===== src/rtl/xtrig_pkg.sv =====
package xtrig_pkg;
  localparam logic [31:0] UNLOCK_KEY = 32'hC5AC_CE55;

  // word indices (byte offset / 4)
  localparam int W_CTRL  = 0;
  localparam int W_ACK   = 4;
  localparam int W_SET   = 5;
  localparam int W_CLR   = 6;
  localparam int W_PULSE = 7;
  localparam int W_INMSK = 8;
  localparam int W_OUTMSK = 40;
  localparam int W_TINST = 76;
  localparam int W_TOUTST = 77;
  localparam int W_CHIST = 78;
  localparam int W_CHOST = 79;
  localparam int W_LOCK  = 1004;
  localparam int W_LSTAT = 1005;
  localparam int W_ID    = 1016;
  localparam int N_ID    = 8;

  function automatic logic [7:0] id_byte(input int k);
    case (k)
      0: id_byte = 8'h3C;
      1: id_byte = 8'hB7;
      2: id_byte = 8'h1A;
      3: id_byte = 8'h00;
      4: id_byte = 8'h0D;
      5: id_byte = 8'hF0;
      6: id_byte = 8'h05;
      default: id_byte = 8'hB1;
    endcase
  endfunction
endpackage


===== src/rtl/xtrig_regbank.sv =====
module xtrig_regbank
  import xtrig_pkg::*;
#(
  parameter int N_TIN  = 8,
  parameter int N_TOUT = 8,
  parameter int N_CH   = 4,
  parameter int AW     = 12,
  parameter int DW     = 32
) (
  input  logic                           clk,
  input  logic                           rst_n,
  input  logic                           bus_valid,
  input  logic                           bus_write,
  input  logic [AW-1:0]                  bus_addr,
  input  logic [DW-1:0]                  bus_wdata,
  output logic                           locked,
  output logic                           en,
  output logic [N_TIN-1:0][N_CH-1:0]     in_mask,
  output logic [N_TOUT-1:0][N_CH-1:0]    out_mask,
  output logic [N_CH-1:0]                app_state,
  output logic [N_CH-1:0]                pulse,
  output logic [N_TOUT-1:0]              ack_bits
);
  localparam int WW = AW - 2;

  logic [WW-1:0] widx;
  logic          wr_any, wr_ok;
  logic          wr_lock, wr_ctrl, wr_ack, wr_set, wr_clr, wr_pulse;
  logic [N_TIN-1:0]  wr_in;
  logic [N_TOUT-1:0] wr_out;

  logic              locked_q, locked_d;
  logic              en_q, en_d;
  logic [N_CH-1:0]   app_q, app_d;
  logic              app_we;
  logic [N_CH-1:0]   pulse_q, pulse_d;
  logic [N_TIN-1:0][N_CH-1:0]  in_q;
  logic [N_TOUT-1:0][N_CH-1:0] out_q;

  logic unused_bits;
  assign unused_bits = ^{bus_addr[1:0], bus_wdata};

  // address decode
  assign widx     = bus_addr[AW-1:2];
  assign wr_any   = bus_valid && bus_write;
  assign wr_ok    = wr_any && !locked_q;
  assign wr_lock  = wr_any && (widx == WW'(W_LOCK));
  assign wr_ctrl  = wr_ok  && (widx == WW'(W_CTRL));
  assign wr_ack   = wr_ok  && (widx == WW'(W_ACK));
  assign wr_set   = wr_ok  && (widx == WW'(W_SET));
  assign wr_clr   = wr_ok  && (widx == WW'(W_CLR));
  assign wr_pulse = wr_ok  && (widx == WW'(W_PULSE));

  // next-state logic
  always_comb begin
    locked_d = locked_q;
    if (wr_lock) locked_d = (bus_wdata != UNLOCK_KEY);
    en_d = wr_ctrl ? bus_wdata[0] : en_q;
    app_d  = app_q;
    app_we = wr_set || wr_clr;
    if (wr_set) app_d = app_q | bus_wdata[N_CH-1:0];
    if (wr_clr) app_d = app_q & ~bus_wdata[N_CH-1:0];
    pulse_d = wr_pulse ? bus_wdata[N_CH-1:0] : '0;
  end

  always_ff @(posedge clk or negedge rst_n) begin
    if (!rst_n) begin
      locked_q <= 1'b1;
      en_q     <= 1'b0;
      app_q    <= '0;
      pulse_q  <= '0;
    end else begin
      locked_q <= locked_d;
      en_q     <= en_d;
      if (app_we) app_q <= app_d;
      pulse_q  <= pulse_d;
    end
  end

  // per-line channel mask registers
  for (genvar i = 0; i < N_TIN; i++) begin : g_in
    assign wr_in[i] = wr_ok && (widx == WW'(W_INMSK + i));
    always_ff @(posedge clk or negedge rst_n) begin
      if (!rst_n)        in_q[i] <= '0;
      else if (wr_in[i]) in_q[i] <= bus_wdata[N_CH-1:0];
    end
  end

  for (genvar j = 0; j < N_TOUT; j++) begin : g_out
    assign wr_out[j] = wr_ok && (widx == WW'(W_OUTMSK + j));
    always_ff @(posedge clk or negedge rst_n) begin
      if (!rst_n)         out_q[j] <= '0;
      else if (wr_out[j]) out_q[j] <= bus_wdata[N_CH-1:0];
    end
  end

  assign locked    = locked_q;
  assign en        = en_q;
  assign in_mask   = in_q;
  assign out_mask  = out_q;
  assign app_state = app_q;
  assign pulse     = pulse_q;
  assign ack_bits  = wr_ack ? bus_wdata[N_TOUT-1:0] : '0;

  AST_KEY_OPENS: assert property (@(posedge clk) disable iff (!rst_n)
    (wr_lock && bus_wdata == UNLOCK_KEY) |=> !locked_q);
  AST_BAD_KEY_CLOSES: assert property (@(posedge clk) disable iff (!rst_n)
    (wr_lock && bus_wdata != UNLOCK_KEY) |=> locked_q);
  AST_LOCKED_CTRL_HELD: assert property (@(posedge clk) disable iff (!rst_n)
    (locked_q && wr_any && widx == WW'(W_CTRL)) |=> $stable(en_q));
  AST_LOCKED_APP_HELD: assert property (@(posedge clk) disable iff (!rst_n)
    (locked_q && !wr_lock) |=> $stable(app_q));
  AST_PULSE_SINGLE: assert property (@(posedge clk) disable iff (!rst_n)
    (!wr_pulse) |=> (pulse_q == '0));
endmodule


===== src/rtl/xtrig_route.sv =====
module xtrig_route #(
  parameter int N_TIN  = 8,
  parameter int N_TOUT = 8,
  parameter int N_CH   = 4
) (
  input  logic                        clk,
  input  logic                        rst_n,
  input  logic                        en,
  input  logic [N_TIN-1:0]            trig_in,
  input  logic [N_TIN-1:0][N_CH-1:0]  in_mask,
  input  logic [N_TOUT-1:0][N_CH-1:0] out_mask,
  input  logic [N_CH-1:0]             app_state,
  input  logic [N_CH-1:0]             pulse,
  input  logic [N_TOUT-1:0]           ack_bits,
  output logic [N_CH-1:0]             ch_in,
  output logic [N_CH-1:0]             ch_out,
  output logic [N_TOUT-1:0]           trig_out
);
  logic [N_TOUT-1:0] hit;
  logic [N_TOUT-1:0] tout_q, tout_d;

  // gather: inputs onto channels
  always_comb begin
    ch_in = '0;
    for (int i = 0; i < N_TIN; i++) begin
      ch_in = ch_in | (in_mask[i] & {N_CH{trig_in[i]}});
    end
    ch_out = en ? (ch_in | app_state | pulse) : '0;
  end

  // scatter: channels onto outputs, sticky until acknowledged
  for (genvar j = 0; j < N_TOUT; j++) begin : g_hit
    assign hit[j] = |(ch_out & out_mask[j]);

    AST_STICKY_HOLD: assert property (@(posedge clk) disable iff (!rst_n)
      (tout_q[j] && !ack_bits[j]) |=> tout_q[j]);
    AST_ACK_CLEARS: assert property (@(posedge clk) disable iff (!rst_n)
      (ack_bits[j] && !hit[j]) |=> !tout_q[j]);
    AST_NO_SPURIOUS: assert property (@(posedge clk) disable iff (!rst_n)
      (!tout_q[j] && !hit[j]) |=> !tout_q[j]);
    AST_FIRE: assert property (@(posedge clk) disable iff (!rst_n)
      hit[j] |=> tout_q[j]);
  end

  always_comb begin
    tout_d = (tout_q & ~ack_bits) | hit;
  end

  always_ff @(posedge clk or negedge rst_n) begin
    if (!rst_n) tout_q <= '0;
    else        tout_q <= tout_d;
  end

  assign trig_out = tout_q;

  AST_DISABLED_QUIET: assert property (@(posedge clk) disable iff (!rst_n)
    (!en && !$past(en)) |-> (ch_out == '0 && hit == '0));
endmodule


===== src/rtl/xtrig_readmux.sv =====
module xtrig_readmux
  import xtrig_pkg::*;
#(
  parameter int N_TIN  = 8,
  parameter int N_TOUT = 8,
  parameter int N_CH   = 4,
  parameter int AW     = 12,
  parameter int DW     = 32
) (
  input  logic [AW-3:0]               widx,
  input  logic                        locked,
  input  logic                        en,
  input  logic [N_TIN-1:0][N_CH-1:0]  in_mask,
  input  logic [N_TOUT-1:0][N_CH-1:0] out_mask,
  input  logic [N_CH-1:0]             app_state,
  input  logic [N_TIN-1:0]            trig_in,
  input  logic [N_TOUT-1:0]           trig_out,
  input  logic [N_CH-1:0]             ch_in,
  input  logic [N_CH-1:0]             ch_out,
  output logic [DW-1:0]               rdata
);
  localparam int WW = AW - 2;

  always_comb begin
    rdata = '0;
    case (widx)
      WW'(W_CTRL):   rdata[0] = en;
      WW'(W_SET):    rdata[N_CH-1:0] = app_state;
      WW'(W_TINST):  rdata[N_TIN-1:0] = trig_in;
      WW'(W_TOUTST): rdata[N_TOUT-1:0] = trig_out;
      WW'(W_CHIST):  rdata[N_CH-1:0] = ch_in;
      WW'(W_CHOST):  rdata[N_CH-1:0] = ch_out;
      WW'(W_LSTAT):  rdata[0] = locked;
      default:       rdata = '0;
    endcase
    for (int i = 0; i < N_TIN; i++) begin
      if (widx == WW'(W_INMSK + i)) rdata[N_CH-1:0] = in_mask[i];
    end
    for (int j = 0; j < N_TOUT; j++) begin
      if (widx == WW'(W_OUTMSK + j)) rdata[N_CH-1:0] = out_mask[j];
    end
    for (int k = 0; k < N_ID; k++) begin
      if (widx == WW'(W_ID + k)) rdata[7:0] = id_byte(k);
    end
  end
endmodule


===== src/rtl/xtrig_matrix.sv =====
module xtrig_matrix #(
  parameter int N_TIN  = 8,
  parameter int N_TOUT = 8,
  parameter int N_CH   = 4,
  parameter int AW     = 12,
  parameter int DW     = 32
) (
  input  logic              clk,
  input  logic              rst_n,
  input  logic              bus_valid,
  input  logic              bus_write,
  input  logic [AW-1:0]     bus_addr,
  input  logic [DW-1:0]     bus_wdata,
  output logic [DW-1:0]     bus_rdata,
  input  logic [N_TIN-1:0]  trig_in,
  output logic [N_TOUT-1:0] trig_out
);
  logic                        locked, en;
  logic [N_TIN-1:0][N_CH-1:0]  in_mask;
  logic [N_TOUT-1:0][N_CH-1:0] out_mask;
  logic [N_CH-1:0]             app_state, pulse, ch_in, ch_out;
  logic [N_TOUT-1:0]           ack_bits, tout;

  xtrig_regbank #(.N_TIN(N_TIN), .N_TOUT(N_TOUT), .N_CH(N_CH), .AW(AW), .DW(DW)) u_regs (
    .clk(clk), .rst_n(rst_n), .bus_valid(bus_valid), .bus_write(bus_write),
    .bus_addr(bus_addr), .bus_wdata(bus_wdata), .locked(locked), .en(en),
    .in_mask(in_mask), .out_mask(out_mask), .app_state(app_state),
    .pulse(pulse), .ack_bits(ack_bits)
  );

  xtrig_route #(.N_TIN(N_TIN), .N_TOUT(N_TOUT), .N_CH(N_CH)) u_route (
    .clk(clk), .rst_n(rst_n), .en(en), .trig_in(trig_in), .in_mask(in_mask),
    .out_mask(out_mask), .app_state(app_state), .pulse(pulse),
    .ack_bits(ack_bits), .ch_in(ch_in), .ch_out(ch_out), .trig_out(tout)
  );

  xtrig_readmux #(.N_TIN(N_TIN), .N_TOUT(N_TOUT), .N_CH(N_CH), .AW(AW), .DW(DW)) u_rmux (
    .widx(bus_addr[AW-1:2]), .locked(locked), .en(en), .in_mask(in_mask),
    .out_mask(out_mask), .app_state(app_state), .trig_in(trig_in),
    .trig_out(tout), .ch_in(ch_in), .ch_out(ch_out), .rdata(bus_rdata)
  );

  assign trig_out = tout;
endmodule


===== config.mk =====
export PLATFORM = sky130hd
export DESIGN_NAME = xtrig_matrix
export DESIGN_NICKNAME = d
export VERILOG_FILES = /design/src/rtl/xtrig_pkg.sv /design/src/rtl/xtrig_regbank.sv /design/src/rtl/xtrig_route.sv /design/src/rtl/xtrig_readmux.sv /design/src/rtl/xtrig_matrix.sv
export SDC_FILE = /design/constraint.sdc
export NUM_CORES = 1
export LEC_CHECK = 0
export BUFFER_PORTS_ARGS = -buffer_cell sky130_fd_sc_hd__clkbuf_2
export CAP_MARGIN = 25
export CELL_PAD_IN_SITES_DETAIL_PLACEMENT = 0
export CELL_PAD_IN_SITES_GLOBAL_PLACEMENT = 1
export CORE_AREA = 2 2 124 126
export DETAILED_ROUTE_END_ITERATION = 8
export DIE_AREA = 0 0 126 128
export GPL_TIMING_DRIVEN = 0
export PLACE_DENSITY = 0.7
export SLEW_MARGIN = 20
export SYNTH_ARGS = -nofsm -noshare
export SYNTH_HDL_FRONTEND = slang
export SYNTH_SLANG_ARGS = --single-unit
export TNS_END_PERCENT = 30

===== constraint.sdc =====
create_clock -name clk -period 3.6 [get_ports clk]
set_input_delay 0.72 -clock clk [delete_from_list [all_inputs] [get_ports clk]]
set_output_delay 0.72 -clock clk [all_outputs]
set_load 0.03 [all_outputs]

==> flow_summary.ini <==
[timing]
fin_crit_sh_pct = 99.7
rsz0062_at_grt = yes
fin_hold_ws_ns = 0.406
timing.setup.tns_ns = 0
hold_viol = 0
tightest_slew_ns = 0.992
setup_viol = 0
layout_setup_ws_ns = 0.0121
final.setup_skew_ns = 0.00885
finalMaxSlewViolations = 0
fin_crit_ns = 3.59
fmax_mhz = 279
max-slew-margin-rel_pct = 33.7

[clock_tree]
clk_pin_slew_ns = 0.06
worstSkewPairLatency_ns = 0.34
cts_made_buffers = 9
max-clock-path-buffers = 2
cts_tree = done
htreeDepth = 3
root_buffer = clkbuf_16
clock_sinks = 82

[synthesis]
ys_ff_latch = 82
synth_edf_count = 0
synth.most_common_cell = dfrtp_1
synth.area.top_cells = dfrtp_1 40%, mux2_2 16%, a22oi_1 5.2%, nand2_1 3.7%, buf_4 3.5%
synth_top_area_share_pct = 39.9
synth_commonest_cells = 81 x dfrtp_1, 72 x mux2_2, 50 x nand2_1, 35 x a22oi_1, 31 x nor2_1
yosys_warnings = 0
synth_top_area_cell = dfrtp_1
synth.avg_cell_area_um2 = 9.81
syn_area_um2 = 5080
synth_ff_type = dfrtp_1
synth_cell_types = 68
netlist_instances = 518
yosysSeqAreaShare_pct = 40.4
synthArstFlopShare_pct = 100

[place]
gp_congestion = 1.01
preCtsSetupSlack_ns = -0.420
port-buffer-count = 68
place_hpwl_um = 14800
dpl.cell_count = 798
post_dp_cell_area_um2 = 5770

[routing]
avgViaCountPerCell = 5.96
dr.pass1.iters = 5
dr_total_vias = 4872
ant_nets = 0
post_drt_wl_per_cell_um = 24.2
drtIter0Drc = 485
drc = 0
routed_wl_um = 19800

[power]
clkPwrFrac_pct = 43.3
swShare_pct = 27.0
power_mw = 2.12
power.leakage_nw = 2.82
p_per_area_nw_per_um2 = 342
pwr-share-comb_pct = 12.4
irDropWorstVdd_mv = 0.222
seqPwrFrac_pct = 44.2
p_sw_uw = 572
internal_power_mw = 1.54

[floorplan]
fp-row-count = 45
die_w_um = 126
initial_utilization_pct = 34.2
fp.dieH_um = 128
pin_count = 96
core_area_um2 = 14900
die_area_um2 = 16100

[global_routing]
antenna_found_initial = 0
grt_max_degree = 44
grt_pass1_vias = 4755
grt_overflow = 0
track_usage_pct = 24.6
grt_pass1_wl_um = 29900

[critical_path]
path_buf_inv = 2
max_stage_delay_ns = 0.62
worst-setup-path-type = input port to output port
required_ns = 2.88
cp-start-kind = input port
crit_slowest_cell = or4_4
critical_path.max_fanout = 6
arrival_ns = 2.87
cp-end-kind = output port
critPathTopFamily = simple AND/OR/NAND/NOR gates
path_cells = clkbuf_2 > or4_4 > nor2_1 > a221oi_1 > a31oi_2 > a211oi_1 > o31ai_1 > buf_4

[outcome]
outcome = completed

[cells_and_area]
nNetsFinal = 681
syn2layout_area_growth_pct = 21.5
stdcell_count = 817
utilization_pct = 41.6
diodes = 0
drive_gt1_share_pct = 35.0
post-route-cell-area_um2 = 6180

[job]
cap_violations = 0

[hold_path]
min_path_type = input port to asynchronous set/reset pin
state kept, by name (all words and copies together), names as in the netlist, named ones only:
register and cells:
u_regs.en 1, u_regs.in_mask 32, u_route.trig_out 8, u_regs.out_mask 32
u_regs.locked 1, u_regs.pulse 4
logic make-up (layout without fill, tap and decap cells):
kind of cell    after synthesis  after routing  synth area share (%)
other cells                   1             24                0.0738
mux                          79             79                  17.6
buf+inv                      54            142                  5.96
simple gates                163            163                  17.2
compound gates              139            139                  18.8
flops                        82             82                  40.4
power by group through the flow:
stage	sequential (mW)	combinational, mW	clock, mW
2_1_floorplan	0.949	0.136	0
3_3_place_gp	0.952	0.247	0
3_5_place_dp	0.952	0.250	0
4_1_cts	0.935	0.255	0.928
5_1_grt	0.935	0.281	0.970
6_report	0.935	0.263	0.916
layer usage:
metal | wire length [µm] | vias to the layer above | global-route usage [%]
li1 | - | 2139 | -
met1 | 8430 | 2388 | 33.8
met2 | 8950 | 301 | 38.3
met3 | 1700 | 44 | 4.22
met4 | 724 | 0 | 10.9
met5 | 0 | - | 0
cells in the final DEF, fill, tap and decap left out, drive strengths merged, types with 5 or more instances in the layout:
cell type  netlist  layout
dfrtp           81      81
a21oi           26      26
buf             35      35
nor2            31      31
o21ai           24      24
and2             7       7
nor4             5       5
a22oi           35      35
a211o            5       5
conb             1      24
nand2           50      50
nand3           19      19
nand4            9       9
o211ai           6       6
mux2            72      72
nor3             7       7
clkbuf          15      98
mux2i            6       6
final cells by class:
type	instances	area [µm²]
Fill cell	1490	8690
Multi-Input combinational cell	405	2880
Sequential cell	82	2050
Timing Repair Buffer	73	398
Buffer	50	307
Tap cell	188	235
Clock buffer	10	229
Clock inverter	5	56.3
Inverter	4	18.8
path summary, 6_finish.rpt:
kind / start / end / slack, ns / depth (start not counted)
max in group asynchronous: rst_n / u_regs.locked / 2.52 / 2
worst min-delay path: rst_n / u_regs.in_mask[21] / 0.41 / 1
worst max-delay path: bus_addr[9] / bus_rdata[1] / 0.01 / 8
worst max register to register: u_regs.locked / u_route.trig_out[4] / 1.16 / 7
min in group clk: u_regs.out_mask[24] / u_route.trig_out[6] / 0.52 / 2
worst min register to register: u_regs.out_mask[24] / u_route.trig_out[6] / 0.52 / 2
repair_timing:
item / CTS / global route
hold buffers: 0 / 0
setup endpoints to repair: 5 / 4
resized for setup: 7 / 23
buffers inserted: 1 / 3
pin swaps: 2 / 8
(Power assumes the default switching activity.)
